## config.mk

```make
export PLATFORM = sky130hd
export DESIGN_NAME = mmio_fabric
export DESIGN_NICKNAME = d
export VERILOG_FILES = /design/src/rtl/mmio_pkg.sv /design/src/rtl/mmio_requester.sv /design/src/rtl/mmio_return_mux.sv /design/src/rtl/mmio_regfile_dev.sv /design/src/rtl/mmio_fabric.sv
export SDC_FILE = /design/constraint.sdc
export NUM_CORES = 1
export LEC_CHECK = 0
export ABC_CLOCK_PERIOD_IN_PS = 10500
export BUFFER_PORTS_ARGS = -buffer_cell sky130_fd_sc_hd__buf_4
export CORE_ASPECT_RATIO = 0.9
export CORE_UTILIZATION = 40
export DETAILED_ROUTE_END_ITERATION = 7
export SLEW_MARGIN = 15
export SYNTH_ARGS = -nofsm -noshare
export SYNTH_HDL_FRONTEND = slang
export SYNTH_SLANG_ARGS = --single-unit
export TNS_END_PERCENT = 100
```

## constraint.sdc

```tcl
create_clock -name clk -period 10.5 [get_ports clk]
set_input_delay 2.1 -clock clk [delete_from_list [all_inputs] [get_ports clk]]
set_output_delay 2.1 -clock clk [all_outputs]
set_load 0.01 [all_outputs]
```

## src/rtl/mmio_pkg.sv

```systemverilog
// Shared constants for the MMIO fabric: field widths, opcode parts and response codes.
package mmio_pkg;
    localparam int OP_W   = 5;
    localparam int ADDR_W = 28;
    localparam int DATA_W = 64;

    localparam logic [1:0] RSP_READY = 2'b00;
    localparam logic [1:0] RSP_OK    = 2'b01;
    localparam logic [1:0] RSP_HOLD  = 2'b10;
    localparam logic [1:0] RSP_FAULT = 2'b11;

    localparam logic [1:0] CLS_CTRL  = 2'b00;
    localparam logic [1:0] CLS_LOAD  = 2'b01;
    localparam logic [1:0] CLS_STORE = 2'b10;
    localparam logic [1:0] CLS_SWAP  = 2'b11;

    localparam logic [2:0] SZ_W32 = 3'b010;
    localparam logic [2:0] SZ_W64 = 3'b011;

    localparam logic [OP_W-1:0] OP_IDLE = '0;
endpackage

```

## src/rtl/mmio_requester.sv

```systemverilog
// Requester-side sequencer. Holds one request on the bus until a final response
// (OK or FAULT) arrives, or until the timeout fires. It then drives IDLE and waits for
// READY before reporting completion.
// Assumes: timeout_limit >= 1; HOLD restarts the silence counter.
module mmio_requester
    import mmio_pkg::*;
#(
    parameter int TOW = 8
) (
    input  logic              clk,
    input  logic              rst_n,
    input  logic [TOW-1:0]    timeout_limit,
    input  logic              cmd_valid,
    input  logic [OP_W-1:0]   cmd_op,
    input  logic [ADDR_W-1:0] cmd_addr,
    input  logic [DATA_W-1:0] cmd_wdata,
    output logic              cmd_ready,
    output logic              done,
    output logic [1:0]        done_resp,
    output logic [DATA_W-1:0] done_rdata,
    output logic [OP_W-1:0]   bus_opm,
    output logic [ADDR_W-1:0] bus_addr,
    output logic [DATA_W-1:0] bus_din,
    input  logic [1:0]        ret_ok,
    input  logic [DATA_W-1:0] ret_dout
);
    typedef enum logic [1:0] {SQ_IDLE, SQ_REQ, SQ_TEAR} sq_t;

    sq_t               state;
    logic [OP_W-1:0]   op_q;
    logic [ADDR_W-1:0] addr_q;
    logic [DATA_W-1:0] wdata_q;
    logic [1:0]        resp_q;
    logic [DATA_W-1:0] rdata_q;
    logic [TOW-1:0]    wait_cnt;

    // Sequence accept -> hold request -> teardown -> completion.
    always_ff @(posedge clk) begin
        if (!rst_n) begin
            state    <= SQ_IDLE;
            op_q     <= OP_IDLE;
            addr_q   <= '0;
            wdata_q  <= '0;
            resp_q   <= RSP_READY;
            rdata_q  <= '0;
            wait_cnt <= '0;
            done     <= 1'b0;
        end else begin
            done <= 1'b0;
            case (state)
                SQ_IDLE: begin
                    if (cmd_valid && cmd_op != OP_IDLE) begin
                        op_q     <= cmd_op;
                        addr_q   <= cmd_addr;
                        wdata_q  <= cmd_wdata;
                        wait_cnt <= '0;
                        state    <= SQ_REQ;
                    end
                end
                SQ_REQ: begin
                    if (ret_ok == RSP_OK || ret_ok == RSP_FAULT) begin
                        resp_q  <= ret_ok;
                        rdata_q <= ret_dout;
                        state   <= SQ_TEAR;
                    end else if (ret_ok == RSP_HOLD) begin
                        wait_cnt <= '0;
                    end else if (wait_cnt >= timeout_limit) begin
                        resp_q  <= RSP_FAULT;
                        rdata_q <= '0;
                        state   <= SQ_TEAR;
                    end else begin
                        wait_cnt <= wait_cnt + 1'b1;
                    end
                end
                default: begin
                    if (ret_ok == RSP_READY) begin
                        done  <= 1'b1;
                        state <= SQ_IDLE;
                    end
                end
            endcase
        end
    end

    // Bus drive is a pure function of the sequencer state.
    always_comb begin
        cmd_ready  = (state == SQ_IDLE);
        bus_opm    = (state == SQ_REQ) ? op_q : OP_IDLE;
        bus_addr   = addr_q;
        bus_din    = wdata_q;
        done_resp  = resp_q;
        done_rdata = rdata_q;
    end

    assert_hold_request_R6: assert property (@(posedge clk) disable iff (!rst_n)
        (bus_opm != OP_IDLE && ret_ok == RSP_READY) |=>
            (bus_opm == OP_IDLE) || (bus_opm == $past(bus_opm) && bus_addr == $past(bus_addr)));

    assert_drop_after_ack_R6: assert property (@(posedge clk) disable iff (!rst_n)
        (bus_opm != OP_IDLE && ret_ok == RSP_OK) |=> bus_opm == OP_IDLE);

    assert_done_after_ready_R6: assert property (@(posedge clk) disable iff (!rst_n)
        $rose(done) |-> ($past(ret_ok) == RSP_READY && bus_opm == OP_IDLE));
endmodule

```

## src/rtl/mmio_return_mux.sv

```systemverilog
// Return path. Forwards the response and data of the device that is not at READY,
// with the lowest index winning. Assumes at most one device answers at a time.
module mmio_return_mux
    import mmio_pkg::*;
#(
    parameter int NUM_DEV = 2
) (
    input  logic                      clk,
    input  logic                      rst_n,
    input  logic [NUM_DEV*2-1:0]      dev_ok,
    input  logic [NUM_DEV*DATA_W-1:0] dev_dout,
    output logic [1:0]                ret_ok,
    output logic [DATA_W-1:0]         ret_dout
);
    logic [NUM_DEV-1:0] active;

    // Select the first non-READY responder.
    always_comb begin
        ret_ok   = RSP_READY;
        ret_dout = '0;
        for (int i = NUM_DEV - 1; i >= 0; i--) begin
            active[i] = (dev_ok[i*2 +: 2] != RSP_READY);
            if (active[i]) begin
                ret_ok   = dev_ok[i*2 +: 2];
                ret_dout = dev_dout[i*DATA_W +: DATA_W];
            end
        end
    end

    assert_one_responder_R7: assert property (@(posedge clk) disable iff (!rst_n)
        $onehot0(active));
endmodule

```

## src/rtl/mmio_regfile_dev.sv

```systemverilog
// Sample device: REGS 64-bit registers in the window where addr[ADDR_W-1:3+log2(REGS)] == IDX.
// It executes once per request, answers OK or FAULT, and holds that answer until
// the bus returns to IDLE. Refused opcodes never write.
module mmio_regfile_dev
    import mmio_pkg::*;
#(
    parameter int IDX  = 0,
    parameter int REGS = 4
) (
    input  logic              clk,
    input  logic              rst_n,
    input  logic [OP_W-1:0]   bus_opm,
    input  logic [ADDR_W-1:0] bus_addr,
    input  logic [DATA_W-1:0] bus_din,
    output logic [1:0]        dev_ok,
    output logic [DATA_W-1:0] dev_dout
);
    localparam int IW      = $clog2(REGS);
    localparam int WIN_LSB = 3 + IW;
    localparam int TAG_W   = ADDR_W - WIN_LSB;

    logic [DATA_W-1:0] regs_q [REGS];
    logic              busy_q;
    logic [1:0]        ok_q;
    logic [DATA_W-1:0] dout_q;

    logic              hit, legal, writes, reads, hi_half;
    logic [1:0]        cls;
    logic [2:0]        sz;
    logic [IW-1:0]     sel;
    logic [DATA_W-1:0] old_val, rd_val, new_val;
    logic              unused_addr_bits;

    // Decode the broadcast request and form read and merged write values.
    always_comb begin
        cls     = bus_opm[4:3];
        sz      = bus_opm[2:0];
        sel     = bus_addr[3 +: IW];
        hi_half = bus_addr[2];
        hit     = (bus_opm != OP_IDLE) && (bus_addr[ADDR_W-1:WIN_LSB] == TAG_W'(IDX));
        legal   = (cls != CLS_CTRL) && (sz == SZ_W32 || sz == SZ_W64);
        writes  = (cls == CLS_STORE) || (cls == CLS_SWAP);
        reads   = (cls == CLS_LOAD) || (cls == CLS_SWAP);
        old_val = regs_q[sel];
        if (sz == SZ_W64) begin
            rd_val  = old_val;
            new_val = bus_din;
        end else begin
            rd_val  = {32'b0, hi_half ? old_val[63:32] : old_val[31:0]};
            new_val = hi_half ? {bus_din[31:0], old_val[31:0]} : {old_val[63:32], bus_din[31:0]};
        end
    end

    assign unused_addr_bits = ^bus_addr[1:0];

    // Execute on first sight of a hit, then hold the answer until teardown.
    always_ff @(posedge clk) begin
        if (!rst_n) begin
            busy_q <= 1'b0;
            ok_q   <= RSP_READY;
            dout_q <= '0;
            for (int r = 0; r < REGS; r++) regs_q[r] <= '0;
        end else if (!busy_q) begin
            if (hit) begin
                busy_q <= 1'b1;
                if (!legal) begin
                    ok_q   <= RSP_FAULT;
                    dout_q <= '0;
                end else begin
                    ok_q   <= RSP_OK;
                    dout_q <= reads ? rd_val : '0;
                    if (writes) regs_q[sel] <= new_val;
                end
            end
        end else if (bus_opm == OP_IDLE) begin
            busy_q <= 1'b0;
            ok_q   <= RSP_READY;
            dout_q <= '0;
        end
    end

    assign dev_ok   = ok_q;
    assign dev_dout = dout_q;

    assert_answer_held_R6: assert property (@(posedge clk) disable iff (!rst_n)
        (ok_q != RSP_READY && bus_opm != OP_IDLE) |=> ok_q == $past(ok_q));

    assert_fault_no_data_R8: assert property (@(posedge clk) disable iff (!rst_n)
        (ok_q == RSP_FAULT) |-> dout_q == '0);
endmodule

```

## src/rtl/mmio_fabric.sv

```systemverilog
// Top level. One requester sequencer, NUM_DEV register-file devices on a broadcast
// bus, and the READY-based return multiplexer.
module mmio_fabric
    import mmio_pkg::*;
#(
    parameter int NUM_DEV = 2,
    parameter int REGS    = 4,
    parameter int TOW     = 8
) (
    input  logic              clk,
    input  logic              rst_n,
    input  logic [TOW-1:0]    timeout_limit,
    input  logic              cmd_valid,
    input  logic [4:0]        cmd_op,
    input  logic [27:0]       cmd_addr,
    input  logic [63:0]       cmd_wdata,
    output logic              cmd_ready,
    output logic              done,
    output logic [1:0]        done_resp,
    output logic [63:0]       done_rdata,
    output logic [4:0]        bus_opm,
    output logic [1:0]        bus_ok
);
    logic [ADDR_W-1:0]         b_addr;
    logic [DATA_W-1:0]         b_din;
    logic [DATA_W-1:0]         r_dout;
    logic [NUM_DEV*2-1:0]      dev_ok_v;
    logic [NUM_DEV*DATA_W-1:0] dev_dout_v;

    mmio_requester #(.TOW(TOW)) u_req (
        .clk(clk), .rst_n(rst_n), .timeout_limit(timeout_limit),
        .cmd_valid(cmd_valid), .cmd_op(cmd_op), .cmd_addr(cmd_addr), .cmd_wdata(cmd_wdata),
        .cmd_ready(cmd_ready), .done(done), .done_resp(done_resp), .done_rdata(done_rdata),
        .bus_opm(bus_opm), .bus_addr(b_addr), .bus_din(b_din),
        .ret_ok(bus_ok), .ret_dout(r_dout)
    );

    for (genvar g = 0; g < NUM_DEV; g++) begin : g_dev
        mmio_regfile_dev #(.IDX(g), .REGS(REGS)) u_dev (
            .clk(clk), .rst_n(rst_n),
            .bus_opm(bus_opm), .bus_addr(b_addr), .bus_din(b_din),
            .dev_ok(dev_ok_v[g*2 +: 2]), .dev_dout(dev_dout_v[g*DATA_W +: DATA_W])
        );
    end

    mmio_return_mux #(.NUM_DEV(NUM_DEV)) u_mux (
        .clk(clk), .rst_n(rst_n),
        .dev_ok(dev_ok_v), .dev_dout(dev_dout_v),
        .ret_ok(bus_ok), .ret_dout(r_dout)
    );
endmodule

```

After elaboration in Yosys (flattened, before gate mapping)

Memories as Yosys holds them, arrays and structs flattened. A register that Yosys moved wholly into a read port is not among the register bits.
Index checks and enable logic that the tools add are counted.

Bits in registers: 308
RAM bits: 512
Logic and storage cells: 140
Memories: 2

$add $sub $neg: 1
$lt $le $gt $ge: 1
Eq/ne operators: 18
Muxes and demuxes: 72
Bitwise operators: 1
Reductions and logical operators: 31

Memory list:

| memory                | words | width | rd ports | clocked after Yosys merged registers in | wr ports | line                   | source |
|---|---|---|---|---|---|---|---|
| g_dev[0].u_dev.regs_q | 4     | 64    | 1        | 1                                       | 4        | mmio_regfile_dev.sv:22 | `logic [DATA_W-1:0] regs_q [REGS];` |
| g_dev[1].u_dev.regs_q | 4     | 64    | 1        | 1                                       | 4        | mmio_regfile_dev.sv:22 |  |

Operator list:

| operator            | count |
|---|---|
| $mux 64             | 22 |
| $reduce_or 64->1    | 2 |
| $mux 32             | 2 |
| $mux 2              | 22 |
| $mux 8              | 4 |
| $eq 23x1->1 const B | 1 |
| $logic_not 23->1    | 1 |
| $mux 1              | 19 |
| $pmux 8 s2          | 1 |
| $reduce_bool 2->1   | 7 |
| $reduce_bool 5->1   | 2 |
| $add 8x1->8 const B | 1 |
| $eq 2x2->1 const B  | 4 |
| $ge 8x8->1          | 1 |
| $reduce_and 4->1    | 2 |
| $eq 2x1->1 const B  | 3 |
| $eq 3x2->1 const B  | 2 |
| $ne 2x2->1 const B  | 3 |
| $ne 3x2->1 const B  | 2 |
| $reduce_and 2->1    | 3 |
| $logic_not 5->1     | 1 |
| $mux 5              | 1 |
| $logic_and 1x1->1   | 4 |
| $logic_not 2->1     | 2 |
| other kinds (8)     | 12 |

Longest topological paths before layout

Gate-level depths: netlist of the first run.

Word-level depth: 12
Mapped depth: 9

Hierarchy

From an unflattened synthesis of the first run, not the netlist that was laid out.

Cell total of the unflattened synthesis: 3,236
Area total of the unflattened synthesis: 37,188.2 um2

By module, submodules not included:

| module                            | instances | cells each | area each (um2) |
|---|---|---|---|
| mmio_regfile_dev (g_dev[1].u_dev) | 1         | 1,085      | 14,510.2 |
| mmio_regfile_dev (g_dev[0].u_dev) | 1         | 1,085      | 14,506.4 |
| mmio_requester                    | 1         | 834        | 6,965.4 |
| mmio_return_mux                   | 1         | 232        | 1,206.2 |

Worst setup path after synthesis of the first run

No wires, ideal clock.

Kind: register to register
Start point: register u_req.addr_q[9] (netlist: u_req.bus_addr[9])
End point: memory g_dev[0].u_dev.regs_q[3][0] (enable)
Arrival: 5,679 ps
Required time: 9,926 ps
Path slack: 4,246 ps
Stages on the path, launching flop included: 6
Path buffers: 1
Path through: dfxtp_1 > nor4_1 > and3_1 > clkbuf_1 > nand3_1 > o21ai_0

RTL lines:

| item                   | line                   | source |
|---|---|---|
| start, declared        | mmio_requester.sv:31   | `logic [ADDR_W-1:0] addr_q;` |
| start signal, assigned | mmio_requester.sv:54   | `addr_q <= cmd_addr;` |
| end, declared          | mmio_regfile_dev.sv:22 |  |

==> impl_metrics.env, run 1 <==
export IMPL_ys_warn_count=0
export IMPL_grt_overflow_total=0
export IMPL_path_class="primary input to flop"
export IMPL_status="finished clean"
export IMPL_path_delay_family="simple AND/OR/NAND/NOR gates"
export IMPL_cts_tree="yes"
export IMPL_fin_hold_ws_ps=455.8
export IMPL_fin_crit_sh_pct=53.57
export IMPL_post_route_drc_count=0
export IMPL_start_util_pct=40.45
export IMPL_place_congestion=0.8468
export IMPL_synth_distinct_cells=58
export IMPL_clkLatencyLatePin_ps=640
export IMPL_worst_slew_pin_slew_ps=1153
export IMPL_wl_mm=102.5
export IMPL_rows=102
export IMPL_drtAntennaViolNets=0
export IMPL_synth_edff_count=512
export IMPL_cp_data_required_time_ps=10760
export IMPL_area_growth_pct=15.40
export IMPL_synth_avg_cell_area_um2=11.89
export IMPL_die_w_um=313.1
export IMPL_fill_cells=7796
export IMPL_numClockSinks=820
export IMPL_critPathArrivalTime_ps=5880
export IMPL_fin_setup_tns_ps=0
export IMPL_clkTransAtPathRegs_ps=60
export IMPL_async_flop_share_pct=0
export IMPL_grt_pass1_wl_mm=150.8
export IMPL_hold_path_class="flop to flop"
export IMPL_port_buffers=180
export IMPL_worstPathCellList="buf_6 > nand3_1 > nor4_2 > nand3_2 > nand2_4 > buf_4"
export IMPL_rsz0062_at_grt="false"
export IMPL_via_per_inst=5.685
export IMPL_nets=3143
export IMPL_final_layout_size_suffix_gt1_share_pct=17.28
export IMPL_p_per_area_nw_per_um2=180.8
export IMPL_syn_inst=2930
export IMPL_slew_headroom_pct=23.13
export IMPL_ctsLongestPathBuffers=3
export IMPL_clock_skew_ps=23.83
export IMPL_grt_usage_pct=23.01
export IMPL_avgRoutedWirePerCell_um=24.14
export IMPL_yosysSeqAreaShare_pct=61.82
export IMPL_cts_buffers_inserted=88
export IMPL_io_pins=183
export IMPL_hold_violations=0
export IMPL_synth_seq_cells=820
export IMPL_finalPower_mw=7.272
export IMPL_cts_max_level=3
export IMPL_synthesis_nets=3047
export IMPL_grt_pass1_vias=23920
export IMPL_num_vias=24130
export IMPL_hold_buffers=0
export IMPL_period_needed_ps=5624
export IMPL_first_pass_iters=5
export IMPL_grt_max_degree=93
export IMPL_hpwl_mm=58.46
export IMPL_setup_viol=0
export IMPL_cts_resized_gates=0
export IMPL_place_inst=4080
export IMPL_slowest_stage="nand3_2"
export IMPL_critPathMaxStageDelay_ps=860
export IMPL_cp_max_fo=63
export IMPL_antenna_found_initial=1
export IMPL_syn_area_um2=34850
export IMPL_drv_cap=0
export IMPL_pre_cts_slack_ps=4229
export IMPL_synth_main_ff_cell="edfxtp_1"
export IMPL_worst_slack_ps=4876
export IMPL_fin_cells=4245
export IMPL_core_um2=86150
export IMPL_cellLeakagePower_nw=14.68
export IMPL_drt_iter0_drc=2244
export IMPL_postCtsSetupBuffers=0
export IMPL_end_kind="flop"
export IMPL_worstSetupStartpointType="primary input"
export IMPL_peakVddDrop_mv=0.1109
export IMPL_path_buf_inv=2
export IMPL_clock_root_buffer="clkbuf_16"
export IMPL_dieArea_um2=88300
export IMPL_die_h_um=282.0
export IMPL_n_antenna_cell=0
export IMPL_fmax_mhz=177.8
export IMPL_report_final_slew_viol_count=0
[cell families (layout without fill, tap and decap cells)]
logic type	count (synthesis)	count (layout)	share of synthesized area (%)
AO/OA/AOI/OAI	445	445	8.733
adder cells (fa/ha/maj)	9	9	0.3232
buffers and inverters	242	413	2.966
flip-flops	820	820	61.82
multiplexers	273	273	12.44
AND/OR/NAND/NOR	1141	1141	13.72
[worst paths after layout]
path                                                    end          startpoint  cells past startpoint  slack [ps]
worst min register to register           u_req.bus_addr[14]  u_req.bus_addr[14]                      2         460
worst max-delay path            g_dev[1].u_dev.regs_q[1][1]               rst_n                      6        4880
worst max register to register  g_dev[1].u_dev.regs_q[1][1]  u_req.bus_addr[27]                      6        5610
worst min-delay path                     u_req.bus_addr[14]  u_req.bus_addr[14]                      2         460
[sequential cells by signal, summed over array words and instances (netlist names), 2 cells and up, named ones only]
register / cells
g_dev.u_dev.regs_q: 512
g_dev.u_dev.dev_dout: 128
u_req.bus_din: 64
u_req.done_rdata: 64
u_req.bus_addr: 26
u_req.wait_cnt: 8
u_req.op_q: 5
g_dev.u_dev.dev_ok: 4
g_dev.u_dev.busy_q: 2
u_req.done_resp: 2
u_req.state: 2
[metrics by stage]
stage	instance area, um2	util [%]
after floorplan	34850	-
after global placement	37220	43.21
after detailed placement	37220	43.21
after CTS	40210	46.68
after global routing	40210	46.68
final	40210	46.68
[layout make-up]
cell class / instances / area, um2 / share of cell area (%)
Multi-Input combinational cell: 1868 / 12440 / 30.92
Timing Repair Buffer: 231 / 1738 / 4.322
Clock buffer: 128 / 2613 / 6.497
Clock inverter: 37 / 376.6 / 0.9365
Sequential cell: 820 / 21550 / 53.60
Tap cell: 1144 / 1431 / 3.559
Inverter: 17 / 66.31 / 0.1649
[layer usage]
layer  GRT usage, %  up-vias  share of wire, %
met1          31.35    12200                42
li1               -    10790                 -
met4          6.629        0               2.2
met3          4.818      137               9.0
met5              0        -                 0
met2          37.11     1002                47
[tightest hold or removal path, cell delays in order, from the launching register on]
cell	delay (ps)
dfxtp_1	310
nand2_1	50
a21oi_1	50
[layout by cell type, fill, tap and decap left out, types with 4 or more instances in the layout]
cell       Yosys  routed
inv_1         16      16
and3_1        10       9
inv_6          0       4
edfxtp_1     512     512
o21ai_0        8       6
clkinv_2       0      17
and2_1         8       8
clkinv_1       1       6
o22ai_1       64      64
nand2_4        0       7
a22o_1       110     110
nor2_1       520     518
nor4_1         6       6
or4_1          6       6
o211ai_1       6       6
bufinv_16      0       7
nand2_1      441     432
nand4_1       10      10
ha_1           9       9
nor2b_1      100     100
nand3_1       15      13
mux4_2       128     128
buf_4          1     230
clkbuf_8       0      15
mux2i_1      145     145
dfxtp_1      308     304
nor3_1         6       6
o2bb2ai_1     64      64
a21oi_1      171     171
clkbuf_16      0      93
clkbuf_1     141      19
[synthesized netlist by cell type, types with 4 or more instances]
master	instances	area, um2
nand3_1	15	75.07
o2bb2ai_1	64	560.5
mux4_2	128	2883
buf_2	73	365.4
and3_1	10	62.56
or4_1	6	45.04
nor2b_1	100	625.6
nor2_1	520	1952
clkbuf_1	141	529.3
a22o_1	110	963.4
ha_1	9	112.6
nor4_1	6	37.54
a21oi_1	171	855.8
nor3_1	6	30.03
inv_1	16	60.06
edfxtp_1	512	15370
o21ai_0	8	40.04
dfxtp_1	308	6166
o211ai_1	6	45.04
buf_6	4	45.04
nand2_1	441	1655
o22ai_1	64	400.4
mux2i_1	145	1451
and2_1	8	50.05
buf_1	6	22.52
nand4_1	10	62.56
[power by group]
part	leakage (nW)	internal, mW	switching [mW]
clock network	1.48	1.90	1.28
logic	5.43	0.188	0.335
registers	7.78	3.51	0.0570
total	14.7	5.60	1.68
Note: power is estimated with default switching activity, not from simulation.
==> run 2: changes to the inputs <==
--- a/config.mk
+++ b/config.mk
@@ -5,7 +5,7 @@
 export SDC_FILE = /design/constraint.sdc
 export NUM_CORES = 1
 export LEC_CHECK = 0
-export ABC_CLOCK_PERIOD_IN_PS = 10500
+export ABC_CLOCK_PERIOD_IN_PS = 5140
 export BUFFER_PORTS_ARGS = -buffer_cell sky130_fd_sc_hd__buf_4
 export CORE_ASPECT_RATIO = 0.9
 export CORE_UTILIZATION = 40
==> constraint.sdc (replaced) <==
create_clock -name clk -period 5.14 [get_ports clk]
set_input_delay 1.028 -clock clk [delete_from_list [all_inputs] [get_ports clk]]
set_output_delay 1.028 -clock clk [all_outputs]
set_load 0.01 [all_outputs]
==> run 2 against run 1 <==
  * Global-route usage barely moved
  * Die area did not move
  * Combinational power rose by 110%
  * Setup slack got worse by 3700 ps
==> impl_metrics.env, run 2 (same netlist as run 1, synthesis figures left out) <==
export IMPL_hold_buffers=0
export IMPL_area_growth_pct=14.84
export IMPL_status="finished clean"
export IMPL_hold_violations=0
export IMPL_largest_reg_flops=512
export IMPL_fin_hold_ws_ps=448.8
export IMPL_post_route_drc_count=0
export IMPL_p_int_mw=10.97
export IMPL_min_from="u_req.done_resp[0]"
export IMPL_port_buffers=180
export IMPL_report_final_slew_viol_count=0
export IMPL_dieArea_um2=88300
export IMPL_swShare_pct=23.43
export IMPL_start_util_pct=40.45
export IMPL_period_needed_ps=4002
export IMPL_path_buf_inv=1
export IMPL_io_pins=183
export IMPL_rows=102
export IMPL_die_w_um=313.1
export IMPL_drtAntennaViolNets=0
export IMPL_fin_crit_sh_pct=77.86
export IMPL_finalPower_mw=14.33
export IMPL_cts_tree="yes"
export IMPL_end_kind="flop"
export IMPL_hpwl_mm=57.61
export IMPL_grt_overflow_total=0
export IMPL_final_layout_size_suffix_gt1_share_pct=16.41
export IMPL_avgRoutedWirePerCell_um=24.04
export IMPL_pre_cts_slack_ps=912.1
export IMPL_ctsLongestPathBuffers=3
export IMPL_worst_slew_pin_slew_ps=1168
export IMPL_clkLatencyLatePin_ps=640
export IMPL_slowest_stage="nor4_2"
export IMPL_critPathLaunch="u_req.state[0]"
export IMPL_clock_root_buffer="clkbuf_16"
export IMPL_postCtsSetupBuffers=0
export IMPL_seqPwrFrac_pct=50.8
export IMPL_fmax_mhz=249.9
export IMPL_worstPathCellList="nor2b_1 > o21ai_2 > nor4_2 > nand4b_1 > nand2_4 > buf_4"
export IMPL_cts_buffers_inserted=86
export IMPL_worst_slack_ps=1138
export IMPL_cellLeakagePower_nw=14.54
export IMPL_clkTransAtPathRegs_ps=60
export IMPL_nets=3140
export IMPL_path_delay_family="simple AND/OR/NAND/NOR gates"
export IMPL_wl_mm=102.0
export IMPL_grt_max_degree=129
export IMPL_final_util_pct=46.45
export IMPL_antenna_found_initial=2
export IMPL_combPwrFrac_pct=7.6
export IMPL_cp_max_fo=45
export IMPL_drv_cap=0
export IMPL_die_h_um=282.0
export IMPL_peakVddDrop_mv=0.2232
export IMPL_num_vias=24310
export IMPL_first_pass_iters=8
export IMPL_p_sw_mw=3.358
export IMPL_critPathArrivalTime_ps=4280
export IMPL_r2r_start="u_req.state[0]"
export IMPL_grt_pass1_wl_mm=151.5
export IMPL_critPathMaxStageDelay_ps=840
export IMPL_p_per_area_nw_per_um2=358.1
export IMPL_grt_usage_pct=23.02
export IMPL_fin_setup_tns_ps=0
export IMPL_grt_pass1_vias=24030
export IMPL_hold_path_class="flop to flop"
export IMPL_setup_viol=0
export IMPL_clock_skew_ps=26.68
export IMPL_cp_data_required_time_ps=5420
export IMPL_cts_max_level=3
export IMPL_slew_headroom_pct=22.15
export IMPL_rsz0062_at_grt="false"
export IMPL_core_um2=86150
export IMPL_layout_commonest_cell="nor2_1"
export IMPL_worstSetupStartpointType="flop"
export IMPL_final_cell_mix="nor2_1, edfxtp_1, nand2_1"
export IMPL_largest_register="g_dev.u_dev.regs_q"
export IMPL_numClockSinks=820
export IMPL_clkPwrFrac_pct=41.6
export IMPL_drt_iter0_drc=2365
export IMPL_place_congestion=0.7902
export IMPL_path_class="flop to flop"
export IMPL_cts_resized_gates=0
export IMPL_via_per_inst=5.730
==> run 2: power groups by stage <==
| stage | sequential (mW) | combinational (mW) | clock (mW) |
|---|---|---|---|
| after floorplan | 7.37 | 0.740 | 0 |
| final | 7.28 | 1.09 | 5.96 |
| after detailed placement | 7.42 | 1.08 | 0 |
| after global routing | 7.30 | 1.18 | 6.31 |
| after CTS | 7.28 | 1.09 | 6.05 |
| after global placement | 7.41 | 1.07 | 0 |
==> run 2: cell type report <==
class | instances | area (um2)
fill | 7736 | 46130
clock buffer | 128 | 2422
antenna | 2 | 5.005
tap | 1144 | 1431
timing repair buffer | 230 | 1856
sequential | 820 | 21550
multi-input combinational | 1868 | 12430
inverter | 17 | 66.31
clock inverter | 33 | 250.2
==> run 2: through the flow <==
step	instance area, um2	cells
2_1_floorplan	34850	2930
3_3_place_gp	37330	4079
3_5_place_dp	37330	4079
4_1_cts	40010	4240
5_1_grt	40010	4240
6_report	40020	4242
==> run 2: worst paths after layout <==
kind	cells past startpoint	slack [ps]	end
max reg2reg	6	1140	g_dev[1].u_dev.regs_q[2][52]
min	2	450	u_req.done_resp[0]
min reg2reg	2	450	u_req.done_resp[0]
max	6	1140	g_dev[1].u_dev.regs_q[2][52]
==> run 2: worst reg2reg max path: stages (launching register included) <==
cell,delay (ps)
dfxtp_1,370
nor2b_1,600
o21ai_2,240
nor4_2,840
nand4b_1,300
nand2_4,770
buf_4,500
==> run 2: routing by layer <==
layer,vias up,part of all wire (%),track usage (%)
met5,-,0,0
met1,12330,43,31.90
met2,1033,47,37.95
met3,144,8.0,3.310
li1,10800,-,-
met4,0,2.0,5.929
==> run 3: changes to the inputs <==
--- a/config.mk
+++ b/config.mk
@@ -5,7 +5,7 @@
 export SDC_FILE = /design/constraint.sdc
 export NUM_CORES = 1
 export LEC_CHECK = 0
-export ABC_CLOCK_PERIOD_IN_PS = 5140
+export ABC_CLOCK_PERIOD_IN_PS = 4100
 export BUFFER_PORTS_ARGS = -buffer_cell sky130_fd_sc_hd__buf_4
 export CORE_ASPECT_RATIO = 0.9
 export CORE_UTILIZATION = 40
==> constraint.sdc (replaced) <==
create_clock -name clk -period 4.1 [get_ports clk]
set_input_delay 0.82 -clock clk [delete_from_list [all_inputs] [get_ports clk]]
set_output_delay 0.82 -clock clk [all_outputs]
set_load 0.01 [all_outputs]
==> run 3 against run 2 <==
  * Clock-buffer cell count fell by 11
  * Die area did not move
  * Final cell count rose by 0.19%
  * Critical path depth rose by 1
  * First-iteration DRC count fell by 4.3%
  * Global-route usage fell by 0.21 points
  * Clock skew fell by 10 ps
  * Sequential share of layout area fell by 0.56 points
  * Core utilization rose by 0.49 points
  * Setup slack got worse by 130 ps
  * Critical endpoint is now g_dev[1].u_dev.regs_q[2][62]
  * Largest cell class unchanged
  * Largest power group unchanged
  * Highest routed layer is now met5
==> impl_metrics.env, run 3 (same netlist as run 1, synthesis figures left out) <==
export IMPL_status="finished clean"
export IMPL_grt_overflow_total=0
export IMPL_n_antenna_cell=0
export IMPL_slowest_stage="buf_4"
export IMPL_p_int_mw=14.22
export IMPL_num_vias=24220
export IMPL_hold_path_class="primary input to flop"
export IMPL_die_w_um=313.1
export IMPL_io_pins=183
export IMPL_dieArea_um2=88300
export IMPL_grt_usage_pct=22.81
export IMPL_worstPathCellList="or4_4 > o21ai_2 > nor4_2 > buf_4 > nand4b_1 > buf_4 > nor2_1"
export IMPL_first_pass_iters=6
export IMPL_numClockSinks=820
export IMPL_layout_commonest_cell="nor2_1"
export IMPL_end_kind="flop"
export IMPL_worst_slack_ps=1009
export IMPL_fin_setup_tns_ps=0
export IMPL_combPwrFrac_pct=7.4
export IMPL_clkPwrFrac_pct=43.3
export IMPL_met2_usage_pct=36.58
export IMPL_path_buf_inv=2
export IMPL_largest_register="g_dev.u_dev.regs_q"
export IMPL_setup_viol=0
export IMPL_cts_resized_gates=0
export IMPL_p_per_area_nw_per_um2=458.2
export IMPL_worst_slew_pin_slew_ps=1212
export IMPL_via_per_inst=5.698
export IMPL_fin_crit_sh_pct=75.39
export IMPL_report_final_slew_viol_count=0
export IMPL_drtAntennaViolNets=0
export IMPL_fmax_mhz=323.5
export IMPL_start_util_pct=40.45
export IMPL_ctsLongestPathBuffers=3
export IMPL_cts_max_level=3
export IMPL_crit_path_frequent_cell="buf_4"
export IMPL_clock_skew_ps=16.51
export IMPL_final_cell_mix="nor2_1, edfxtp_1, nand2_1"
export IMPL_die_h_um=282.0
export IMPL_wl_mm=101.3
export IMPL_grt_pass1_vias=23990
export IMPL_grtUsageMet3_pct=4.545
export IMPL_hpwl_mm=57.81
export IMPL_post_route_drc_count=0
export IMPL_cp_max_fo=64
export IMPL_clkLatencyLatePin_ps=650
export IMPL_hold_violations=0
export IMPL_port_buffers=180
export IMPL_postCtsSetupBuffers=0
export IMPL_cts_buffers_inserted=87
export IMPL_critPathArrivalTime_ps=3440
export IMPL_swShare_pct=23.25
export IMPL_drv_cap=0
export IMPL_clock_root_buffer="clkbuf_16"
export IMPL_path_delay_family="buffers and inverters"
export IMPL_critPathMaxStageDelay_ps=820
export IMPL_rows=102
export IMPL_peakVddDrop_mv=0.3360
export IMPL_seqPwrFrac_pct=49.2
export IMPL_largest_reg_flops=512
export IMPL_final_layout_size_suffix_gt1_share_pct=17.26
export IMPL_rsz0062_at_grt="false"
export IMPL_p_sw_mw=4.309
export IMPL_met1_usage_pct=31.27
export IMPL_worstSetupStartpointType="flop"
export IMPL_hold_buffers=0
export IMPL_slew_headroom_pct=18.90
export IMPL_cp_data_required_time_ps=4450
export IMPL_cts_tree="yes"
export IMPL_core_um2=86150
export IMPL_nets=3148
export IMPL_path_class="flop to flop"
export IMPL_cellLeakagePower_nw=14.76
export IMPL_antenna_found_initial=1
export IMPL_pre_cts_slack_ps=905.4
export IMPL_area_growth_pct=16.05
export IMPL_grt_max_degree=103
export IMPL_busiest_layer="met2"
export IMPL_clkTransAtPathRegs_ps=60
export IMPL_period_needed_ps=3091
export IMPL_avgRoutedWirePerCell_um=23.84
export IMPL_place_congestion=0.7860
export IMPL_grt_pass1_wl_mm=150.3
export IMPL_drt_iter0_drc=2263
[run 3: cell count changes in the layout (fill, tap and decap cells not counted), moves of 4 or more]
| cell | delta |
|---|---|
| clkinv_2 | +8 |
| clkinv_1 | -4 |
| buf_12 | +9 |
| clkbuf_8 | +4 |
| bufinv_16 | +6 |
| clkbuf_1 | -15 |
[run 3: metal layers]
layer | wire, um | share of wire, %
met1 | 42910 | 42
met2 | 46760 | 46
met3 | 9344 | 9.2
met4 | 2317 | 2.3
met5 | 7 | 0.0069
[run 3: power by group through the flow]
stage	Clock (mW)	Combinational, mW	Sequential, mW
after global routing	8.47	1.50	9.15
after detailed placement	0	1.38	9.30
after global placement	0	1.35	9.28
after CTS	8.14	1.38	9.13
final	8.03	1.38	9.12
after floorplan	0	0.928	9.23
[run 3: final cells by class]
type	instances	area [um2]
Fill cell	7703	45710
Sequential cell	820	21550
Multi-Input combinational cell	1868	12430
Clock buffer	117	2421
Timing Repair Buffer	237	2021
Tap cell	1144	1431
Clock inverter	47	511.7
Inverter	17	66.31
[run 3: final timing paths]
check / from / end / slack (ps) / cells after the start
worst max-delay path: u_req.op_q[0] / g_dev[1].u_dev.regs_q[2][62] / 1010 / 7
worst min-delay path: cmd_wdata[27] / u_req.bus_din[27] / 410 / 3
worst max register to register: u_req.op_q[0] / g_dev[1].u_dev.regs_q[2][62] / 1010 / 7
worst min register to register: g_dev[1].u_dev.dev_dout[63] / g_dev[1].u_dev.dev_dout[63] / 460 / 2
[run 3: worst reg2reg max path, stage by stage, from the launching register on]
cell	delay (ps)
dfxtp_1	440
or4_4	600
o21ai_2	310
nor4_2	110
buf_4	190
nand4b_1	170
buf_4	820
nor2_1	160
[run 3: stage by stage]
stage               utilization, %  instance area, um2  total power [mW]  cells  hold slack, ps
detailed placement           43.54               37500             10.68   4086           447.1
global route                 46.94               40440             19.11   4250           406.2
global placement             43.54               37500             10.64   4086           435.6
CTS                          46.94               40440             18.64   4250           382.9
finish                       46.94               40440             18.53   4250           414.0
floorplan                        -               34850             10.16   2930           433.4
